### src/rtl/oc_pkg.sv
package oc_pkg;
  typedef enum logic [1:0] {
    ACT_NONE   = 2'b00,
    ACT_TOGGLE = 2'b01,
    ACT_CLEAR  = 2'b10,
    ACT_SET    = 2'b11
  } oc_act_e;

  // control register offsets relative to the channel count
  localparam int OFS_ACT  = 0;
  localparam int OFS_FLAG = 1;
  localparam int OFS_MASK = 2;
  localparam int OFS_PINS = 3;
  localparam int N_CTRL   = 4;
endpackage

### src/rtl/oc_match.sv
module oc_match #(
  parameter int NCH = 8,
  parameter int CW  = 16
) (
  input  logic              tick,
  input  logic [CW-1:0]     cnt,
  input  logic [NCH*CW-1:0] cmp_flat,
  output logic [NCH-1:0]    match
);
  for (genvar i = 0; i < NCH; i++) begin : g_cmp
    assign match[i] = tick && (cnt == cmp_flat[i*CW +: CW]);
  end
endmodule

### src/rtl/oc_pin_ctrl.sv
module oc_pin_ctrl
  import oc_pkg::*;
#(
  parameter int NCH = 8
) (
  input  logic             clk,
  input  logic             rst,
  input  logic [NCH-1:0]   match,
  input  logic [NCH-1:0]   mask,
  input  logic [2*NCH-1:0] act_flat,
  output logic [NCH-1:0]   pins
);
  for (genvar i = 0; i < NCH; i++) begin : g_pin
    oc_act_e act;
    assign act = oc_act_e'(act_flat[2*i +: 2]);
    always_ff @(posedge clk) begin
      if (rst) begin
        pins[i] <= 1'b0;
      end else if (match[i] && !mask[i]) begin
        case (act)
          ACT_TOGGLE: pins[i] <= ~pins[i];
          ACT_CLEAR:  pins[i] <= 1'b0;
          ACT_SET:    pins[i] <= 1'b1;
          default:    pins[i] <= pins[i];
        endcase
      end
    end
  end
endmodule

### src/rtl/oc_regs.sv
module oc_regs
  import oc_pkg::*;
#(
  parameter int NCH = 8,
  parameter int CW  = 16,
  parameter int AW  = 4,
  parameter int DW  = 16
) (
  input  logic              clk,
  input  logic              rst,
  input  logic              we,
  input  logic [AW-1:0]     addr,
  input  logic [DW-1:0]     wdata,
  input  logic [NCH-1:0]    match,
  input  logic [NCH-1:0]    pins,
  output logic [NCH*CW-1:0] cmp_flat,
  output logic [2*NCH-1:0]  act_flat,
  output logic [NCH-1:0]    mask,
  output logic [NCH-1:0]    flags,
  output logic [DW-1:0]     rdata
);
  localparam logic [AW-1:0] A_ACT  = AW'(NCH + OFS_ACT);
  localparam logic [AW-1:0] A_FLAG = AW'(NCH + OFS_FLAG);
  localparam logic [AW-1:0] A_MASK = AW'(NCH + OFS_MASK);
  localparam logic [AW-1:0] A_PINS = AW'(NCH + OFS_PINS);

  logic [CW-1:0]  cmp_q [NCH];
  logic [NCH-1:0] clr;
  logic [DW-1:0]  rd_next;

  for (genvar i = 0; i < NCH; i++) begin : g_cmp
    always_ff @(posedge clk) begin
      if (rst)
        cmp_q[i] <= '0;
      else if (we && addr == AW'(i))
        cmp_q[i] <= wdata[CW-1:0];
    end
    assign cmp_flat[i*CW +: CW] = cmp_q[i];
  end

  always_ff @(posedge clk) begin
    if (rst) begin
      act_flat <= '0;
      mask     <= '0;
    end else if (we) begin
      if (addr == A_ACT)  act_flat <= wdata[2*NCH-1:0];
      if (addr == A_MASK) mask     <= wdata[NCH-1:0];
    end
  end

  assign clr = (we && addr == A_FLAG) ? wdata[NCH-1:0] : '0;

  // a match on the same clock outranks a clear
  always_ff @(posedge clk) begin
    if (rst) flags <= '0;
    else     flags <= (flags & ~clr) | match;
  end

  always_comb begin
    rd_next = '0;
    if (int'(addr) < NCH) rd_next = DW'(cmp_q[addr[$clog2(NCH)-1:0]]);
    else if (addr == A_ACT)  rd_next = DW'(act_flat);
    else if (addr == A_FLAG) rd_next = DW'(flags);
    else if (addr == A_MASK) rd_next = DW'(mask);
    else if (addr == A_PINS) rd_next = DW'(pins);
  end

  always_ff @(posedge clk) begin
    if (rst) rdata <= '0;
    else     rdata <= rd_next;
  end
endmodule

### src/rtl/oc_bank.sv
module oc_bank
  import oc_pkg::*;
#(
  parameter int NCH = 8,
  parameter int CW  = 16,
  localparam int AW = $clog2(NCH + N_CTRL),
  localparam int DW = (CW > 2*NCH) ? CW : 2*NCH
) (
  input  logic          clk,
  input  logic          rst,
  input  logic          cnt_tick,
  input  logic [CW-1:0] cnt_val,
  input  logic          bus_we,
  input  logic [AW-1:0] bus_addr,
  input  logic [DW-1:0] bus_wdata,
  output logic [DW-1:0] bus_rdata,
  output logic [NCH-1:0] oc_pins,
  output logic [NCH-1:0] cmp_flags
);
  logic [NCH*CW-1:0] cmp_flat;
  logic [2*NCH-1:0]  act_flat;
  logic [NCH-1:0]    dis_mask;
  logic [NCH-1:0]    match;

  oc_match #(.NCH(NCH), .CW(CW)) u_match (
    .tick(cnt_tick), .cnt(cnt_val), .cmp_flat(cmp_flat), .match(match)
  );

  oc_pin_ctrl #(.NCH(NCH)) u_pin (
    .clk(clk), .rst(rst), .match(match), .mask(dis_mask),
    .act_flat(act_flat), .pins(oc_pins)
  );

  oc_regs #(.NCH(NCH), .CW(CW), .AW(AW), .DW(DW)) u_regs (
    .clk(clk), .rst(rst), .we(bus_we), .addr(bus_addr), .wdata(bus_wdata),
    .match(match), .pins(oc_pins), .cmp_flat(cmp_flat), .act_flat(act_flat),
    .mask(dis_mask), .flags(cmp_flags), .rdata(bus_rdata)
  );
endmodule

### config.mk
export PLATFORM = sky130hd
export DESIGN_NAME = oc_bank
export DESIGN_NICKNAME = d
export VERILOG_FILES = /design/src/rtl/oc_pkg.sv /design/src/rtl/oc_match.sv /design/src/rtl/oc_pin_ctrl.sv /design/src/rtl/oc_regs.sv /design/src/rtl/oc_bank.sv
export SDC_FILE = /design/constraint.sdc
export NUM_CORES = 1
export LEC_CHECK = 0
export BUFFER_PORTS_ARGS = -buffer_cell sky130_fd_sc_hd__buf_2
export CAP_MARGIN = 10
export CORE_MARGIN = 2
export CORE_UTILIZATION = 40
export DETAILED_ROUTE_END_ITERATION = 8
export GPL_TIMING_DRIVEN = 0
export SLEW_MARGIN = 15
export SYNTH_ARGS = -nofsm -noshare
export SYNTH_HDL_FRONTEND = slang
export SYNTH_SLANG_ARGS = --single-unit
### constraint.sdc
create_clock -name clk -period 3 [get_ports clk]
set_clock_uncertainty 0.15 [all_clocks]
set_input_delay 0.45 -clock clk [delete_from_list [all_inputs] [get_ports clk]]
set_output_delay 0.45 -clock clk [all_outputs]
set_load 0.05 [all_outputs]
After elaboration in Yosys (flattened, before gate mapping) --
Memories as Yosys holds them, arrays and structs flattened. Cells that the tools add are included.
Cells by class: order comparisons 1, reductions and logical operators 52, multiplexer cells 48, eq/ne operators 43, bitwise operators 19
Operator list (count):
- $mux W16 | 12
- $eq A16 B16 Y1 | 8
- $eq A2 B2 Y1 const B | 16
- $mux W1 | 26
- $logic_and A1 B1 Y1 | 25
- $pmux W1 S3 | 8
- $reduce_bool A3 Y1 | 8
- $reduce_and A2 Y1 | 10
- $eq A2 B1 Y1 const B | 8
- $eq A4 B3 Y1 const B | 4
- $eq A4 B4 Y1 const B | 4
- $mux W8 | 2
- $and A8 B8 Y8 | 1
- $eq A4 B2 Y1 const B | 2
- $logic_not A1 Y1 | 8
- $not A1 Y1 | 8
- $not A8 Y8 | 1
- $or A1 B1 Y1 | 8
- $or A8 B8 Y8 | 1
- $eq A4 B1 Y1 const B | 1
- $logic_not A4 Y1 | 1
- $lt A4 B4 Y1 const B | 1
Word-level totals: memories 1, register bits after elaboration 56, logic and storage cells 176, memory bits (writable) 128
Memories:
- u_regs.cmp_q | words 8, width 16, rd ports 9, clocked after memory_dff 0, wr ports 8, RTL line oc_regs.sv:27 | logic [CW-1:0] cmp_q [NCH];

Longest topological paths before layout --
Gate-level depths: netlist of run 1.
depth in word-level cells 6, depth in mapped cells 8, depth with buffers taken out 5

Cells and area by module --
From an unflattened synthesis of run 1, not the netlist that was laid out.
Unflattened totals: cells, all modules 840, area, all modules 9779.4 um^2
Modules (own cells, without submodules):
- oc_regs | instances 1, cells an instance 590, sequential area each 4804.6 um^2, area each 7691.1 um^2
- oc_match | instances 1, cells an instance 193, sequential area each 0.0 um^2, area each 1614.0 um^2
- oc_pin_ctrl | instances 1, cells an instance 57, sequential area each 160.2 um^2, area each 474.2 um^2

Worst setup path before layout of run 1 --
OpenSTA, ideal clock, no wires.
path type input to register, from input port bus_addr[0], to memory u_regs.cmp_q[7][0] (enable), arrival time 2408 ps, required time 2439 ps, stages on the path 5, path slack 31 ps, path through buf_2 -> buf_4 -> buf_2 -> nand2_1 -> o21ai_0
RTL lines:
- start: declaration | RTL line oc_bank.sv:14 | input logic [AW-1:0] bus_addr,
- end: declaration | RTL line oc_regs.sv:27

==> impl_metrics.json, run 1 <==
{
  "outcome": "finished, final reports clean",
  "startpoint": "rst",
  "path_clk_slew_ps": 70,
  "syn_inst": 835,
  "synth_edf_count": 128,
  "cts_resized": 0,
  "finalSetupViolations": 0,
  "reg2reg_slack_ps": 670,
  "synth_xor_area_share_pct": 9.71,
  "synthMuxAreaShare_pct": 11.5,
  "drtIter0Drc": 876,
  "die_w_um": 161,
  "place_congestion": 0.909,
  "drv_slew": 0,
  "synthAdderAreaFrac_pct": 0,
  "port-buffer-count": 52,
  "antenna_found_initial": 1,
  "cap_violations": 0,
  "ys_ff_latch": 184,
  "ff2ff_path_depth": 5,
  "critPathSlowestCell": "buf_1",
  "period_share_pct": 91.0,
  "final_nets": 950,
  "use_met2_pct": 37.7,
  "timing.hold.ws_ps": 152,
  "via_per_inst": 5.68,
  "dieHeight_um": 161,
  "cts_root_buffer": "clkbuf_16",
  "synth_compound_area_share_pct": 6.80,
  "groute.layer.met1.usage_pct": 36.3,
  "holdPathStages": 4,
  "critical_path_arrival_ps": 2660,
  "r2r_end": "u_pin.pins[6]",
  "clock_sinks": 184,
  "dp.cells": 1215,
  "h-tree-depth": 4,
  "relSlewSlack_pct": 36.1,
  "rsz0062_at_grt": "no",
  "min_path_type": "in2reg",
  "synth_area_leaders": "edfxtp_1 (39%), dfxtp_1 (11%), mux4_2 (9.1%)",
  "die_area_mm2": 0.0261,
  "cp_top_family": "buffers and inverters",
  "clk_latency_ps": 440,
  "grt_pass1_wl_um": 47200,
  "fin_cells": 1247,
  "grt_max_degree": 18,
  "synth_area_mm2": 0.00992,
  "final_antenna_net_count": 0,
  "avgSynthCellArea_um2": 11.9,
  "area_growth_pct": 13.2,
  "firstDrtPassIters": 5,
  "busiest_layer": "met2",
  "hold-path-endpoint": "u_regs.flags[7]",
  "synth_top_area_share_pct": 38.8,
  "cts_hold_buf": 0,
  "synth_top_family_by_area": "simple AND/OR/NAND/NOR gates",
  "rows": 57,
  "numCtsBuffers": 17,
  "antenna_cells": 0,
  "cts_buffer_depth": 2,
  "worstSetupPathType": "in2reg",
  "fin_util_pct": 46.2,
  "via_count": 7083,
  "overflow": 0,
  "yosysWarnings": 0,
  "reg2reg_from": "u_regs.cmp_q[6][0]",
  "worst_slew_pin_slew_ps": 950,
  "critPathBufInv": 3,
  "max_freq_ghz": 0.366,
  "routedWlPerCell_um": 26.1,
  "synth-seq-area-share_pct": 50.1,
  "path_cells": "clkbuf_1, clkbuf_1, buf_1, a31o_2",
  "post_cts_buffers": 0,
  "worst_path_most_repeated_cell": "clkbuf_1",
  "ios": 72,
  "yosys.area_share.simple_pct": 17.6,
  "cts_tree": "built",
  "drive_gt1_share_pct": 21.2,
  "dp_hpwl_um": 24300,
  "hold_violations": 0,
  "p_leak_uw": 0.00403,
  "start_util_pct": 40.8,
  "crit_fanout": 16,
  "grt_pass1_vias": 6815,
  "async_reset_ff_share_pct": 0,
  "power.density_mw_per_mm2": 529,
  "min_from": "bus_wdata[7]",
  "worstPathRequired_ps": 2930,
  "synth.distinct_cells": 56,
  "drt_wl_total_um": 32500,
  "syn-num-nets": 875,
  "yosysTopAreaCell": "edfxtp_1",
  "core_area_mm2": 0.0243,
  "worst_path_largest_cell_delay_ps": 580,
  "drcViolationCount": 0,
  "critPathLaunchType": "input pin",
  "ir_drop_v": 0.000392,
  "grt_use_met3_pct": 5.44,
  "worst_setup_path_end_kind": "register",
  "fin_total_pwr_uw": 5940,
  "ys.flop_type": "edfxtp_1",
  "track_usage_pct": 25.4,
  "min_period_ps": 2730
}
==> flip-flops by register name, indices dropped and copies added (netlist names) <==
| name | cells |
|---|---|
| u_regs.rdata | 16 |
| u_regs.mask | 8 |
| u_regs.act_flat | 16 |
| u_pin.pins | 8 |
| u_regs.flags | 8 |
| u_regs.cmp_q | 128 |
==> area by class of cell <==
cell class / instances / area [µm²]
Clock inverter: 14 / 114
Tap cell: 324 / 405
Buffer: 61 / 339
Multi-Input combinational cell: 569 / 4550
Sequential cell: 184 / 4960
Fill cell: 2304 / 13100
Timing Repair Buffer: 56 / 317
Inverter: 21 / 93.8
Clock buffer: 18 / 450
==> layout by cell type (no fill, tap or decap), types with 6 or more instances in the layout <==
cell	count
and2_1	129
edfxtp_1	128
buf_2	77
xnor2_1	67
dfxtp_1	56
nand2_1	52
nor2_1	50
xor2_1	43
mux4_2	40
a21oi_1	35
mux2i_1	24
clkbuf_1	20
clkbuf_16	18
inv_1	14
nand4_1	13
nor4_1	10
buf_4	8
nor3b_1	7
and4_1	7
nor3_2	6
buf_6	6
a22oi_1	6
o2111ai_1	6
a41o_1	6
a31o_1	6
==> through the flow <==
step / instance area (µm²) / worst slack, ps / setup TNS (ps)
after floorplan: 9920 / 30.7 / 0
after global placement: 10600 / -1190 / -76500
after detailed placement: 10700 / -211 / -3360
after CTS: 11200 / 277 / 0
after global routing: 11200 / 207 / 0
final: 11200 / 269 / 0
==> worst max path at each step <==
stage	end	slack (ps)	cells past startpoint
floorplan	u_regs.cmp_q[7][0]	30	5
global placement	u_regs.cmp_q[7][10]	-1190	5
detailed placement	u_regs.cmp_q[0][13]	-210	4
CTS	u_regs.cmp_q[0][13]	280	4
global route	u_regs.cmp_q[0][13]	210	4
finish	u_regs.cmp_q[0][8]	270	4
==> tightest hold or removal path: stages <==
cell,delay [ps]
buf_2,90
nand2_1,50
nand2_1,60
a21oi_1,50
==> metal layers <==
metal  share of wire [%]  up-vias  wire length, µm
met5                   0        -                0
met4                 3.6        0             1180
met3                 8.7       62             2830
met2                  44      363            14200
met1                  44     3524            14300
li1                    -     3134                -
==> power by group <==
part / internal [µW] / switching, µW
Combinational: 290 / 516
Sequential: 2840 / 92.5
Clock: 1130 / 1070
Total: 4260 / 1680
==> cell usage after synthesis (14+ instances only) <==
cell type,count
mux2i_1,24
buf_2,25
xnor2_1,67
a21oi_1,35
xor2_1,43
clkbuf_1,20
nand2_1,52
and2_1,129
inv_1,14
mux4_2,40
nor2_1,50
dfxtp_1,56
edfxtp_1,128
==> cell families (layout without fill, tap and decap cells) <==
family                 count (synthesis)  count (layout)
AND/OR/NAND/NOR                      307             307
XOR/XNOR                             110             110
buffers and inverters                 82             170
multiplexers                          64              64
AO/OA/AOI/OAI                         88              88
flip-flops                           184             184
(Power assumes the default switching activity.)
==> inputs of run 2 (changes only) <==
--- a/config.mk
+++ b/config.mk
@@ -9,6 +9,7 @@
 export CAP_MARGIN = 10
 export CORE_MARGIN = 2
 export CORE_UTILIZATION = 40
+export CTS_BUF_LIST = sky130_fd_sc_hd__clkbuf_2 sky130_fd_sc_hd__clkbuf_4 sky130_fd_sc_hd__clkbuf_8
 export DETAILED_ROUTE_END_ITERATION = 8
 export GPL_TIMING_DRIVEN = 0
 export SLEW_MARGIN = 15
==> run 2 against run 1 <==
Global-route usage shrank 0.073 points; non-clock buffer count is the same; sequential cell count is the same; final area shrank 1.7%; sequential power is essentially flat; die area is the same; via count grew 0.42%; critical path type unchanged; critical endpoint unchanged; largest cell class unchanged; highest routed layer unchanged.
==> impl_metrics.json, run 2 (same netlist as run 1, synthesis figures left out) <==
{
  "drcViolationCount": 0,
  "p_seq_share_pct": 54.1,
  "max_freq_ghz": 0.369,
  "fin_total_pwr_uw": 5410,
  "cap_violations": 0,
  "grt_use_met3_pct": 4.55,
  "hold_violations": 0,
  "p_sw_share_pct": 29.7,
  "reg2reg_from": "u_regs.cmp_q[6][0]",
  "p_clk_share_pct": 31.0,
  "reg2reg_slack_ps": 590,
  "min_period_ps": 2710,
  "layout_common_cells": "and2_1 (129), edfxtp_1 (128), buf_2 (77)",
  "worst_slew_pin_slew_ps": 984,
  "track_usage_pct": 25.3,
  "cts_hold_buf": 0,
  "top_regs": "u_regs.cmp_q (128), u_regs.act_flat (16), u_regs.rdata (16)",
  "area_growth_pct": 11.3,
  "finalSetupViolations": 0,
  "final_nets": 950,
  "drv_slew": 0,
  "path_clk_slew_ps": 100,
  "timing.hold.ws_ps": 102,
  "worstPathRequired_ps": 2980,
  "h-tree-depth": 4,
  "clk_latency_ps": 490,
  "cts_root_buffer": "clkbuf_8",
  "place_congestion": 0.909,
  "largest_register_ffs": 128,
  "firstDrtPassIters": 5,
  "combPwrFrac_pct": 14.9,
  "outcome": "finished, final reports clean",
  "crit_end": "u_regs.cmp_q[0][8]",
  "ir_drop_v": 0.000222,
  "drt_wl_total_um": 32400,
  "worst_setup_path_end_kind": "register",
  "setup_ws_ps": 290,
  "layout_commonest_cell": "and2_1",
  "port-buffer-count": 52,
  "min_path_type": "in2reg",
  "cts_tree": "built",
  "top_register": "u_regs.cmp_q",
  "drive_gt1_share_pct": 21.2,
  "core_area_mm2": 0.0243,
  "crit_fanout": 16,
  "critical_path_arrival_ps": 2690,
  "period_share_pct": 90.3,
  "routedWlPerCell_um": 26.0,
  "n_fill_cell": 2328,
  "ios": 72,
  "die_area_mm2": 0.0261,
  "clock_sinks": 184,
  "antenna_found_initial": 1,
  "final_antenna_net_count": 0,
  "use_met2_pct": 37.9,
  "start_util_pct": 40.8,
  "groute.layer.met1.usage_pct": 36.7,
  "busiest_layer": "met2",
  "numCtsBuffers": 17,
  "grt_pass1_vias": 6815,
  "p_leak_uw": 0.00394,
  "grt_pass1_wl_um": 47100,
  "cts_buffer_depth": 2,
  "p_sw_uw": 1610,
  "startpoint": "rst",
  "cts_resized": 0,
  "dieHeight_um": 161,
  "rows": 57,
  "drtIter0Drc": 954,
  "die_w_um": 161,
  "rsz0062_at_grt": "no",
  "fin_util_pct": 45.4,
  "p_int_uw": 3800,
  "pre_cts_slack_ps": -211,
  "worstSetupPathType": "in2reg",
  "dp.cells": 1215,
  "r2r_end": "u_pin.pins[6]",
  "critPathLaunchType": "input pin",
  "dp_hpwl_um": 24300,
  "via_per_inst": 5.70,
  "ff2ff_path_depth": 5,
  "via_count": 7113,
  "fin_cells": 1247,
  "antenna_cells": 0,
  "post_cts_buffers": 0,
  "overflow": 0,
  "power.density_mw_per_mm2": 490,
  "grt_max_degree": 18,
  "relSlewSlack_pct": 33.8
}
-- run 2: worst min path at each step --
stage                        from                 end  slack [ps]  cells past startpoint
2_1_floorplan  u_regs.act_flat[3]  u_regs.act_flat[3]         310                      2
3_3_place_gp      u_regs.flags[1]     u_regs.flags[1]         310                      2
3_5_place_dp      u_regs.flags[1]     u_regs.flags[1]         310                      2
4_1_cts              bus_wdata[7]     u_regs.flags[7]          80                      4
5_1_grt              bus_wdata[7]     u_regs.flags[7]         100                      4
6_report             bus_wdata[7]     u_regs.flags[7]         100                      4
-- run 2: per-layer routing --
metal / wire length, µm / share of wire [%]
met3: 2690 / 8.3
met4: 1040 / 3.2
met2: 14300 / 44
met5: 0 / 0
met1: 14400 / 44
-- run 2: layout make-up --
cell class	instances	area (µm²)	area share, %
Clock buffer	17	234	2.12
Inverter	21	93.8	0.850
Timing Repair Buffer	56	317	2.87
Buffer	61	339	3.07
Sequential cell	184	4960	45.0
Tap cell	324	405	3.67
Multi-Input combinational cell	569	4550	41.2
Clock inverter	15	144	1.30
-- run 2: through the flow --
step                      TNS [ps]  instance area [µm²]
after floorplan                  0                 9920
after global placement      -76500                10600
after detailed placement     -3360                10700
after CTS                        0                11000
after global routing             0                11000
final                            0                11000
-- run 2: critical path: stages --
cell	delay [ps]
clkbuf_1	530
clkbuf_1	580
buf_1	570
a31o_2	530
-- run 2: power by group through the flow --
stage | Combinational (µW) | Clock [µW] | Sequential, µW
after CTS | 792 | 1690 | 2930
after global routing | 838 | 1780 | 2940
after floorplan | 460 | 0 | 3000
after detailed placement | 789 | 0 | 2990
final | 804 | 1680 | 2930
after global placement | 774 | 0 | 2980
==> inputs of run 3 (changes only) <==
--- a/config.mk
+++ b/config.mk
@@ -7,9 +7,9 @@
 export LEC_CHECK = 0
 export BUFFER_PORTS_ARGS = -buffer_cell sky130_fd_sc_hd__buf_2
 export CAP_MARGIN = 10
-export CORE_MARGIN = 2
+export CORE_MARGIN = 5
 export CORE_UTILIZATION = 40
-export CTS_BUF_LIST = sky130_fd_sc_hd__clkbuf_2 sky130_fd_sc_hd__clkbuf_4 sky130_fd_sc_hd__clkbuf_8
+export CTS_BUF_LIST = sky130_fd_sc_hd__clkbuf_4 sky130_fd_sc_hd__clkbuf_8
 export DETAILED_ROUTE_END_ITERATION = 8
 export GPL_TIMING_DRIVEN = 0
 export SLEW_MARGIN = 15
==> run 3 against run 2 <==
Via count shrank 0.72%; register-to-register slack hardly changed; maximum frequency is 0.53% higher; die area is 7.6% higher; routed wire length shrank 0.71%.
==> impl_metrics.json, run 3 (same netlist as run 1, synthesis figures left out) <==
{
  "outcome": "finished, final reports clean",
  "p_sw_uw": 1550,
  "worstPathRequired_ps": 2970,
  "finalSetupViolations": 0,
  "cts_root_buffer": "clkbuf_8",
  "worstSetupPathType": "in2reg",
  "grt_max_degree": 17,
  "drv_slew": 0,
  "track_usage_pct": 22.8,
  "drcViolationCount": 0,
  "drtIter0Drc": 1093,
  "h-tree-depth": 4,
  "pre_cts_slack_ps": -223,
  "grt_pass1_vias": 6934,
  "place_congestion": 0.952,
  "relSlewSlack_pct": 32.8,
  "max_freq_ghz": 0.371,
  "antenna_found_initial": 1,
  "port-buffer-count": 52,
  "cap_violations": 0,
  "rsz0062_at_grt": "no",
  "multiInputGateArea_mm2": 0.00455,
  "placed_area_mm2": 0.0107,
  "core_area_mm2": 0.0244,
  "ir_drop_v": 0.000221,
  "numCtsBuffers": 17,
  "routedWlPerCell_um": 25.8,
  "setup_ws_ps": 305,
  "n_fill_cell": 2292,
  "drive_gt1_share_pct": 21.1,
  "via_per_inst": 5.66,
  "post_cts_buffers": 0,
  "top_regs": "u_regs.cmp_q (128), u_regs.act_flat (16), u_regs.rdata (16)",
  "stdcell_area_mm2": 0.0110,
  "worst_setup_path_end_kind": "register",
  "final_nets": 950,
  "die_w_um": 167,
  "worst_slew_pin_slew_ps": 998,
  "critical_path_arrival_ps": 2670,
  "final_antenna_net_count": 0,
  "die_area_mm2": 0.0280,
  "via_count": 7062,
  "p_leak_uw": 0.00395,
  "layout_commonest_cell": "and2_1",
  "p_int_uw": 3810,
  "combPwrFrac_pct": 14.8,
  "path_clk_slew_ps": 100,
  "clk_latency_ps": 480,
  "clock_sinks": 184,
  "drt_wl_total_um": 32200,
  "final-seq-area_mm2": 0.00496,
  "dieHeight_um": 167,
  "crit_fanout": 16,
  "hold_violations": 0,
  "path_cells": "clkbuf_1, clkbuf_1, buf_1, a31o_2",
  "antenna_cells": 0,
  "firstDrtPassIters": 5,
  "worst_path_most_repeated_cell": "clkbuf_1",
  "cts_hold_buf": 0,
  "power.density_mw_per_mm2": 486,
  "cts_tree": "built",
  "layout_common_cells": "and2_1 (129), edfxtp_1 (128), buf_2 (77)",
  "largest_register_ffs": 128,
  "min_period_ps": 2700,
  "start_util_pct": 40.7,
  "cts_resized": 0,
  "ios": 72,
  "p_sw_share_pct": 29.0,
  "rows": 57,
  "top_register": "u_regs.cmp_q",
  "area_growth_pct": 11.3,
  "worst_path_largest_cell_delay_ps": 570,
  "cts_buffer_depth": 2,
  "grt_pass1_wl_um": 46800,
  "dp_hpwl_um": 24500,
  "critPathLaunchType": "input pin",
  "period_share_pct": 89.8,
  "p_clk_share_pct": 30.6,
  "min_path_type": "in2reg",
  "p_seq_share_pct": 54.6,
  "overflow": 0,
  "critPathSlowestCell": "clkbuf_1"
}
[run 3: cell types whose count changed in the layout (fill, tap and decap cells not counted), sizes merged]
cell / previous run / this run
clkinv: 4 / 10
inv: 26 / 22
clkinvlp: 4 / 1
clkbuf: 37 / 38
[run 3: path summary, 6_finish.rpt]
kind	endpoint	slack, ps	start	depth (start not counted)
min	u_regs.flags[7]	100	bus_wdata[7]	4
max reg2reg	u_pin.pins[5]	590	u_regs.cmp_q[5][0]	5
max	u_regs.cmp_q[0][13]	300	rst	4
min reg2reg	u_regs.flags[7]	350	u_regs.flags[7]	2
[run 3: per-layer routing]
layer | track usage, % | up-vias | wire length (µm)
met5 | 0 | - | 0
li1 | - | 3153 | -
met1 | 32.5 | 3470 | 13900
met2 | 35.2 | 380 | 14300
met4 | 8.29 | 0 | 1020
met3 | 3.96 | 59 | 2900
[run 3: area by class of cell]
| cell class | count | share of cell area [%] |
|---|---|---|
| buffer | 61 | 3.07 |
| clock buffer | 18 | 2.24 |
| clock inverter | 14 | 1.13 |
| inverter | 21 | 0.850 |
| multi-input combinational | 569 | 41.2 |
| sequential | 184 | 45.0 |
| tap | 324 | 3.67 |
| timing repair buffer | 56 | 2.90 |
[run 3: through the flow]
stage / utilization [%] / hold WS, ps / power, µW / TNS [ps] / cells
3_3_place_gp: 43.4 / 325 / 3760 / -76030 / 1211
5_1_grt: 45.3 / 136 / 5520 / 0 / 1247
2_1_floorplan: - / 305 / 3460 / 0 / 835
3_5_place_dp: 43.7 / 333 / 3770 / -3540 / 1215
4_1_cts: 45.3 / 85.4 / 5360 / 0 / 1247
6_report: 45.3 / 104 / 5360 / 0 / 1247
[run 3: power by group through the flow]
stage          sequential, µW  combinational, µW  clock, µW
2_1_floorplan            3000                460          0
3_3_place_gp             2980                771          0
3_5_place_dp             2990                782          0
4_1_cts                  2930                786       1650
5_1_grt                  2940                829       1750
6_report                 2930                796       1640
[run 3: worst max-delay path: cells and delay by family]
| family | cells | cell delay, ps |
|---|---|---|
| buffers and inverters | 3 | 1660 |
| AOI/OAI and AO/OA | 1 | 550 |
